**config.mk**
```make
export PLATFORM = sky130hd
export DESIGN_NAME = flash_burst_splitter
export DESIGN_NICKNAME = d
export VERILOG_FILES = /design/src/rtl/fbs_pkg.sv /design/src/rtl/fbs_sizer.sv /design/src/rtl/fbs_advance.sv /design/src/rtl/flash_burst_splitter.sv
export SDC_FILE = /design/constraint.sdc
export NUM_CORES = 1
export LEC_CHECK = 0
export BUFFER_PORTS_ARGS = -buffer_cell sky130_fd_sc_hd__buf_2
export CELL_PAD_IN_SITES_DETAIL_PLACEMENT = 1
export CELL_PAD_IN_SITES_GLOBAL_PLACEMENT = 1
export CORE_ASPECT_RATIO = 0.8
export CORE_MARGIN = 2
export CORE_UTILIZATION = 39
export CTS_CLUSTER_DIAMETER = 40
export DETAILED_ROUTE_END_ITERATION = 8
export PLACE_DENSITY = 0.79
export SLEW_MARGIN = 10
export SYNTH_ARGS = -nofsm -noshare
export SYNTH_HDL_FRONTEND = slang
export SYNTH_HIERARCHICAL = 1
export SYNTH_SLANG_ARGS = --single-unit
```
**constraint.sdc**
```tcl
create_clock -name clk -period 3.3 [get_ports clk]
set_clock_uncertainty 0.05 [all_clocks]
set_input_delay 0.165 -clock clk [delete_from_list [all_inputs] [get_ports clk]]
set_output_delay 0.165 -clock clk [all_outputs]
set_load 0.01 [all_outputs]
```
**src/rtl/fbs_pkg.sv**
```systemverilog
package fbs_pkg;
  typedef enum logic [2:0] {
    ST_IDLE,
    ST_PLAN,
    ST_BURST,
    ST_BWAIT,
    ST_WORD,
    ST_WWAIT,
    ST_FIN
  } fbs_state_t;
endpackage

```
**src/rtl/fbs_sizer.sv**
```systemverilog
// Works out the size of the next burst from the window position and the bytes left.
module fbs_sizer #(
  parameter int BUF_BYTES = 32,
  parameter int BUS_BYTES = 2,
  parameter int CHIP_AW   = 8,
  parameter int LEN_W     = 16,
  localparam int LOW_W    = $clog2(BUF_BYTES),
  localparam int SIZE_W   = $clog2(BUF_BYTES + 1)
) (
  input  logic [CHIP_AW-1:0] ofs_i,
  input  logic [LEN_W-1:0]   rem_i,
  output logic [SIZE_W-1:0]  size_o,
  output logic               burst_ok_o
);
  logic [SIZE_W-1:0] room;
  logic [SIZE_W-1:0] clip;

  always_comb begin
    room = SIZE_W'(BUF_BYTES) - SIZE_W'(ofs_i[LOW_W-1:0]);
    if (LEN_W'(room) > rem_i) clip = rem_i[SIZE_W-1:0];
    else                      clip = room;
  end

  generate
    if (BUS_BYTES > 1) begin : g_round
      localparam int BL = $clog2(BUS_BYTES);
      assign size_o = {clip[SIZE_W-1:BL], {BL{1'b0}}};
    end else begin : g_byte
      assign size_o = clip;
    end
  endgenerate

  assign burst_ok_o = rem_i >= LEN_W'(2 * BUS_BYTES);
endmodule

```
**src/rtl/fbs_advance.sv**
```systemverilog
// Position update after a successful burst, with chip rollover.
module fbs_advance #(
  parameter int BUF_BYTES = 32,
  parameter int CHIP_AW   = 8,
  parameter int LEN_W     = 16,
  parameter int CHIP_W    = 2,
  localparam int SIZE_W   = $clog2(BUF_BYTES + 1)
) (
  input  logic [CHIP_W-1:0]  chip_i,
  input  logic [CHIP_AW-1:0] ofs_i,
  input  logic [LEN_W-1:0]   rem_i,
  input  logic [LEN_W-1:0]   cnt_i,
  input  logic [SIZE_W-1:0]  size_i,
  output logic [CHIP_W-1:0]  chip_o,
  output logic [CHIP_AW-1:0] ofs_o,
  output logic [LEN_W-1:0]   rem_o,
  output logic [LEN_W-1:0]   cnt_o
);
  logic [CHIP_AW:0] sum;
  logic             wrap;

  always_comb begin
    sum    = {1'b0, ofs_i} + (CHIP_AW+1)'(size_i);
    wrap   = sum[CHIP_AW];
    ofs_o  = wrap ? '0 : sum[CHIP_AW-1:0];
    chip_o = chip_i + CHIP_W'(wrap);
    rem_o  = rem_i - LEN_W'(size_i);
    cnt_o  = cnt_i + LEN_W'(size_i);
  end
endmodule

```
**src/rtl/flash_burst_splitter.sv**
```systemverilog
module flash_burst_splitter #(
  parameter int BUF_BYTES = 32,
  parameter int BUS_BYTES = 2,
  parameter int CHIP_AW   = 8,
  parameter int NUM_CHIPS = 2,
  parameter int LEN_W     = 16,
  localparam int CHIP_W   = $clog2(NUM_CHIPS + 1),
  localparam int SIZE_W   = $clog2(BUF_BYTES + 1)
) (
  input  logic               clk,
  input  logic               rst_n,
  input  logic               start,
  input  logic [CHIP_W-1:0]  start_chip,
  input  logic [CHIP_AW-1:0] start_ofs,
  input  logic [LEN_W-1:0]   start_len,
  output logic               busy,
  output logic               burst_valid,
  input  logic               burst_ready,
  output logic [CHIP_W-1:0]  burst_chip,
  output logic [CHIP_AW-1:0] burst_ofs,
  output logic [SIZE_W-1:0]  burst_size,
  output logic [LEN_W-1:0]   burst_src,
  input  logic               burst_done,
  input  logic               burst_err,
  output logic               word_valid,
  input  logic               word_ready,
  output logic [CHIP_W-1:0]  word_chip,
  output logic [CHIP_AW-1:0] word_ofs,
  output logic [LEN_W-1:0]   word_len,
  output logic [LEN_W-1:0]   word_src,
  input  logic               word_done,
  input  logic               word_err,
  input  logic [LEN_W-1:0]   word_count,
  output logic               done,
  output logic               done_err,
  output logic [LEN_W-1:0]   done_count
);
  import fbs_pkg::*;

  fbs_state_t        st_q;
  logic [CHIP_W-1:0]  chip_q;
  logic [CHIP_AW-1:0] ofs_q;
  logic [LEN_W-1:0]   rem_q, cnt_q;
  logic [SIZE_W-1:0]  size_q;
  logic               err_q;

  logic [SIZE_W-1:0]  nx_size;
  logic               can_burst;
  logic [CHIP_W-1:0]  adv_chip;
  logic [CHIP_AW-1:0] adv_ofs;
  logic [LEN_W-1:0]   adv_rem, adv_cnt;

  fbs_sizer #(
    .BUF_BYTES(BUF_BYTES), .BUS_BYTES(BUS_BYTES),
    .CHIP_AW(CHIP_AW), .LEN_W(LEN_W)
  ) u_sizer (
    .ofs_i(ofs_q), .rem_i(rem_q),
    .size_o(nx_size), .burst_ok_o(can_burst)
  );

  fbs_advance #(
    .BUF_BYTES(BUF_BYTES), .CHIP_AW(CHIP_AW),
    .LEN_W(LEN_W), .CHIP_W(CHIP_W)
  ) u_adv (
    .chip_i(chip_q), .ofs_i(ofs_q), .rem_i(rem_q), .cnt_i(cnt_q), .size_i(size_q),
    .chip_o(adv_chip), .ofs_o(adv_ofs), .rem_o(adv_rem), .cnt_o(adv_cnt)
  );

  always_ff @(posedge clk or negedge rst_n) begin
    if (!rst_n) begin
      st_q   <= ST_IDLE;
      chip_q <= '0;
      ofs_q  <= '0;
      rem_q  <= '0;
      cnt_q  <= '0;
      size_q <= '0;
      err_q  <= 1'b0;
    end else begin
      unique case (st_q)
        ST_IDLE: if (start) begin
          chip_q <= start_chip;
          ofs_q  <= start_ofs;
          rem_q  <= start_len;
          cnt_q  <= '0;
          err_q  <= 1'b0;
          st_q   <= ST_PLAN;
        end
        ST_PLAN: begin
          if (chip_q >= CHIP_W'(NUM_CHIPS)) st_q <= ST_FIN;
          else if (can_burst) begin
            size_q <= nx_size;
            st_q   <= ST_BURST;
          end
          else if (rem_q != '0) st_q <= ST_WORD;
          else                  st_q <= ST_FIN;
        end
        ST_BURST: if (burst_ready) st_q <= ST_BWAIT;
        ST_BWAIT: if (burst_done) begin
          if (burst_err) begin
            err_q <= 1'b1;
            st_q  <= ST_FIN;
          end else begin
            chip_q <= adv_chip;
            ofs_q  <= adv_ofs;
            rem_q  <= adv_rem;
            cnt_q  <= adv_cnt;
            st_q   <= ST_PLAN;
          end
        end
        ST_WORD: if (word_ready) st_q <= ST_WWAIT;
        ST_WWAIT: if (word_done) begin
          cnt_q <= cnt_q + word_count;
          err_q <= word_err;
          st_q  <= ST_FIN;
        end
        ST_FIN:  st_q <= ST_IDLE;
        default: st_q <= ST_IDLE;
      endcase
    end
  end

  assign busy        = (st_q != ST_IDLE);
  assign burst_valid = (st_q == ST_BURST);
  assign burst_chip  = chip_q;
  assign burst_ofs   = ofs_q;
  assign burst_size  = size_q;
  assign burst_src   = cnt_q;
  assign word_valid  = (st_q == ST_WORD);
  assign word_chip   = chip_q;
  assign word_ofs    = ofs_q;
  assign word_len    = rem_q;
  assign word_src    = cnt_q;
  assign done        = (st_q == ST_FIN);
  assign done_err    = err_q;
  assign done_count  = cnt_q;
endmodule

```
; After elaboration in Yosys (flattened, before gate mapping)
; Index checks and enable logic that the tools add are counted.
; W data, S select, Z words.
[totals]
word_cells = 74
out_inout_bits = 95
reg_bits = 51
[op_classes]
n_addsub = 6
bitwise_logic = 1
n_eq_ne = 13
magnitude_cmp = 3
reduce_logical = 10
mux = 34
[op_table]
columns = cell, count
row1 = $mux W16, 7
row2 = $pmux W16 S3, 1
row3 = $mux W8, 4
row4 = $pmux W16 S2, 1
row5 = $mux W3, 8
row6 = $pmux W3 S6, 1
row7 = $add A16 B16 Y16, 1
row8 = $add A16 B6 Y16, 1
row9 = $ge A16 B3 Y1 const B, 1
row10 = $gt A6 B16 Y1, 1
row11 = $pmux W8 S2, 1
row12 = $reduce_bool A16 Y1, 1
row13 = $sub A16 B6 Y16, 1
row14 = $reduce_and A5 Y1, 3
row15 = $ne A2 B2 Y1 const B, 5
row16 = $add A8 B6 Y9, 1
row17 = $eq A3 B3 Y1 const B, 3
row18 = $mux W2, 4
row19 = $eq A3 B2 Y1 const B, 2
row20 = $mux W6, 1
row21 = $reduce_bool A3 Y1, 2
row22 = $sub A6 B5 Y6 const A, 1
row23 = $mux W1, 4
row24 = $ne A2 B1 Y1 const B, 2
row25 = other kinds (10), 10

; Depth between registers and ports, before layout
[logic_depth]
ltp_word = 5
depth_mapped = 12
depth_no_buf = 12

; By module
; Netlist, hierarchy kept.
[by_module_without_submodules]
columns = module, area_per_inst_um2, instances, cells_each
row1 = flash_burst_splitter, 3490.8, 1, 392
row2 = fbs_advance, 1129.8, 1, 157
row3 = fbs_sizer, 380.4, 1, 44

; Worst setup path before layout
; No wires, ideal clock.
[synth_path]
kind = reg2reg
startpoint = register ofs_q[1], in the netlist burst_ofs[1]
endpoint = register size_q[1], in the netlist burst_size[1]
slack_ns = 0.623
arrival_time_ns = 2.502
stages_incl_launch_ff = 9
path_buffers = 0
synth_period_minus_slack_ns = 2.677
path_cell_list = dfrtp_1 nor3_1 nor3b_1 ha_1 and2_1 and3_1 a2111oi_4 mux2_2 mux2_2
[synth_via]
elab_chain_len = 3
[synth_rtl]
columns = item, line
row1 = from (decl), flash_burst_splitter.sv:42  ; logic [CHIP_AW-1:0] ofs_q;
row2 = from (signal assigned), flash_burst_splitter.sv:82  ; ofs_q <= start_ofs;
row3 = from (signal assigned), flash_burst_splitter.sv:104  ; ofs_q <= adv_ofs;
row4 = $sub A6 B5 Y6 *, fbs_sizer.sv:19  ; room = SIZE_W'(BUF_BYTES) - SIZE_W'(ofs_i[LOW_W-1:0]);
row5 = $gt A6 B16 Y1, fbs_sizer.sv:20  ; if (LEN_W'(room) > rem_i) clip = rem_i[SIZE_W-1:0];
row6 = $mux W6 *, fbs_sizer.sv:20
row7 = via nx_size[1], flash_burst_splitter.sv:47  ; logic [SIZE_W-1:0] nx_size;
row8 = to (signal assigned), flash_burst_splitter.sv:91  ; size_q <= nx_size;
row9 = to (decl), flash_burst_splitter.sv:44  ; logic [SIZE_W-1:0] size_q;
; Mark *: on every way through the listed nets, which the timed path passes. The rest lies on a longest branch.
; A chain may end at the register's enable or synchronous reset.

; Worst setup path after layout
[layout_path]
startpoint = register cnt_q[0], in the netlist burst_src[0]
endpoint = register cnt_q[10], in the netlist burst_src[10]
[layout_via]
elab_chain_len = 4
elab_cells_between_ends = 6
cone_classes = 2 x add/sub / 4 x mux
[layout_rtl]
columns = item, line
row1 = from (decl), flash_burst_splitter.sv:43  ; logic [LEN_W-1:0] rem_q, cnt_q;
row2 = from (signal assigned), flash_burst_splitter.sv:106  ; cnt_q <= adv_cnt;
row3 = from (signal assigned), flash_burst_splitter.sv:112  ; cnt_q <= cnt_q + word_count;
row4 = $add A16 B6 Y16, fbs_advance.sv:28  ; cnt_o = cnt_i + LEN_W'(size_i);
row5 = via adv_cnt[10], flash_burst_splitter.sv:51  ; logic [LEN_W-1:0] adv_rem, adv_cnt;
row6 = $mux W16, flash_burst_splitter.sv:99  ; if (burst_err) begin
row7 = $mux W16, flash_burst_splitter.sv:98  ; ST_BWAIT: if (burst_done) begin
row8 = $pmux W16 S3, flash_burst_splitter.sv:79  ; unique case (st_q)
; The timed path passes the listed nets, and every way through them passes these cells. The select of a mux whose other input is x is not followed.

==> results.md <==
- Status: finished, final reports clean
- Avg Vias per Cell: 5.61
- Slowest stage cell, crit path: dfrtp_1
- Crit path launch type: flip-flop
- Port Buffer Count: 145
- Least-Margin Pin Slew: 1.01 ns
- CTS tree: built
- Critical Path RT: 3.43 ns
- Setup-failing EPs final: 0
- First-pass GRT wire length: 26200 µm
- CTS H-tree depth: 2
- Avg Inst Size Synth: 8.43 µm²
- Path type of the worst setup path: reg -> reg
- Seq/Total Area, Yosys: 26.0%
- Syn Inst Count: 593
- Vias: 4847
- Tcrit/Tclk final: 91.3%
- Gr usage total: 23.9%
- Largest net degree at the start of global routing: 45
- Final GP Congestion: 0.888
- TritonRoute pass-1 iters: 4
- Max-slew headroom: 32.9%
- Util after Layout: 47.1%
- Final Max Tran Viols: 0
- Register area: 0.00130 mm²
- Synth-to-layout area growth: 16.2%
- Multi-input gate area in the final layout: 0.00319 mm²
- 1st-iter DRT viols: 229
- Initial antenna violation count: 0
- Worst-Skew Late Latency: 0.31 ns
- Seq cells post-synth: 52
- RSZ-0062 raised after global routing: false
- Total of max-cap violations: 0
- Initial Utilization: 40.5%
- Overall Power: 7.14 mW
- N_diodes: 0
- Min Tclk post-route: 3.01 ns
- Post-synth design cell area: 0.00500 mm²
- CP Capture Type: flip-flop
- Final setup TNS: 0 ns
- Syn nets: 689
- Die Area: 0.0138 mm²
- Placed wire-length estimate: 12400 µm
- Synth warnings: 6
- WL/cell: 18.8 µm
- P_leak: 2.84 nW
- Post-Layout Cell Count: 864
- Setup Fix Bufs, Post-CTS: 0
- DP Cell Count: 855
- Die Span X: 131 µm
- Core area: 0.0123 mm²
- Nets: 788
- Final wirelength: 16200 µm
- Unique cell type count in the Yosys netlist: 63
- Max clock buf depth: 2
- Worst-path cell chain: ha_1, fa_1, a211oi_1, o21ai_0, a21oi_1, nor2_1, xor2_1, o21ai_0, nand2_1, nor4_1, nor3_1
- Commonest non-fill, non-tap cell in the layout: buf_2
- Fmax: 332 MHz
- Layout cell share with drive strength beyond 1: 26.4%
- GRT overflow: 0
- Async SR Flop Fraction: 100%
- Most common cell on crit path: o21ai_0
- Number of synthesized flops with an enable pin: 0
- Antenna Nets Post-Route: 0
- Pwr dens: 1230 mW/mm²
- Critical path arrival: 3.14 ns
- Ys flop type: dfrtp_1
- Post_cts resized: 0
- Final Hold Fails: 0
- VDD IR max: 464 µV
- Crit path max fanout: 6
- CTS root buffer: clkbuf_16
- Inserted Clock Buffers: 5
- Hold WC Path Type: in -> reg
- Vias in the first global route: 5008
- IO Pins: 146
- Worst-path clk slew: 0.08 ns
- CTS Sinks: 52
- Most frequent cells in the layout: buf_2, dfrtp_1, nand2_1
- FP Rows: 36
- Largest stage delay, worst path: 0.45 ns
- DRC: 0
- FILL cells: 1561
- Chip height: 105 µm
## cells by family after synthesis
kind of cell             count (synthesis)  share of synthesized area, %
other                                    1                        0.0750
XOR/XNOR                                43                          7.53
multiplexers                            38                          7.88
AO/OA/AOI/OAI                          153                          19.4
adder cells (fa/ha/maj)                 45                          11.9
AND/OR/NAND/NOR                        166                          16.6
buffers and inverters                   95                          10.6
flip-flops                              52                          26.0
## final cells by class
type | count | share of cell area (%)
clock buffer | 7 | 2.63
clock inverter | 1 | 0.517
inverter | 32 | 2.07
multi-input combinational | 446 | 54.9
sequential | 52 | 22.4
tap | 171 | 3.68
timing repair buffer | 155 | 13.8
## report_power, final
| group | internal [mW] | switching (mW) | total (mW) |
|---|---|---|---|
| clock | 0.401 | 0.267 | 0.668 |
| sequential | 0.952 | 0.628 | 1.58 |
| combinational | 2.08 | 2.81 | 4.89 |
## path summary, 6_finish.rpt
kind | end | cells after the start | slack, ns | start
setup / recovery | burst_src[10] | 11 | 0.29 | burst_src[0]
hold / removal | word_len[10] | 3 | 0.09 | start_len[10]
setup reg to reg | burst_src[10] | 11 | 0.29 | burst_src[0]
hold reg to reg | done_err | 2 | 0.50 | done_err
max in group asynchronous | burst_src[6] | 3 | 1.96 | rst_n
min in group asynchronous | burst_chip[0] | 2 | 0.41 | rst_n
## state kept, by name (all words and copies together), names as in the netlist
| register | flops |
|---|---|
| burst_chip | 2 |
| word_len | 16 |
| burst_src | 16 |
| burst_size | 6 |
| st_q | 3 |
| done_err | 1 |
| burst_ofs | 8 |
## per-stage QoR
step                      hold slack, ns  setup slack [ns]  instance area [µm²]
final                             0.0928             0.287                 5810
after global routing               0.106            0.0187                 5810
after CTS                         0.0890             0.276                 5810
after detailed placement           0.211             0.335                 5620
after global placement             0.189             0.515                 5620
after floorplan                   -0.181             0.623                 5000
## per-layer routing
metal	wire length (µm)	share of wire [%]	vias up	track usage (%)
met2	7680	47	117	39.4
li1	-	-	2263	-
met1	7530	46	2449	32.8
met3	794	4.9	18	4.37
met5	0	0	-	0
met4	223	1.4	0	5.24
## critical path: cells and delay by family, from the launching register on
kind / cells / cell delay (ns)
AND/OR/NAND/NOR: 4 / 0.60
XOR/XNOR: 1 / 0.15
adder cells (fa/ha/maj): 2 / 0.71
flip-flops: 1 / 0.45
AO/OA/AOI/OAI: 4 / 0.93
## cells in the mapped netlist, types with 4 or more instances
master | count | area (µm²)
nor4_1 | 8 | 50.1
nor3_1 | 13 | 65.1
and2_1 | 5 | 31.3
a21oi_1 | 28 | 140
nand4_1 | 4 | 25.0
o21ai_1 | 7 | 35.0
a31oi_1 | 11 | 68.8
a211oi_1 | 9 | 67.6
nor2b_1 | 6 | 37.5
nand3_1 | 10 | 50.1
mux2i_1 | 27 | 270
o21a_1 | 6 | 45.0
buf_4 | 44 | 330
xor2_1 | 21 | 184
xnor2_1 | 22 | 193
ha_1 | 41 | 513
nand2_1 | 51 | 191
a221oi_1 | 6 | 52.6
dfrtp_1 | 52 | 1300
a21o_1 | 9 | 67.6
nand2b_1 | 6 | 37.5
mux2_2 | 11 | 124
fa_1 | 4 | 80.1
nor2_1 | 39 | 146
buf_2 | 6 | 30.0
o21ai_0 | 49 | 245
and3_1 | 8 | 50.1
clkbuf_1 | 13 | 48.8
inv_1 | 32 | 120
## timing repair
item | CTS | global route
endpoints found under the setup margin | 0 | 0
hold buffers | 1 | 0
endpoints found under the hold margin | 26 | 0
Power figures use the tool's default switching activity.
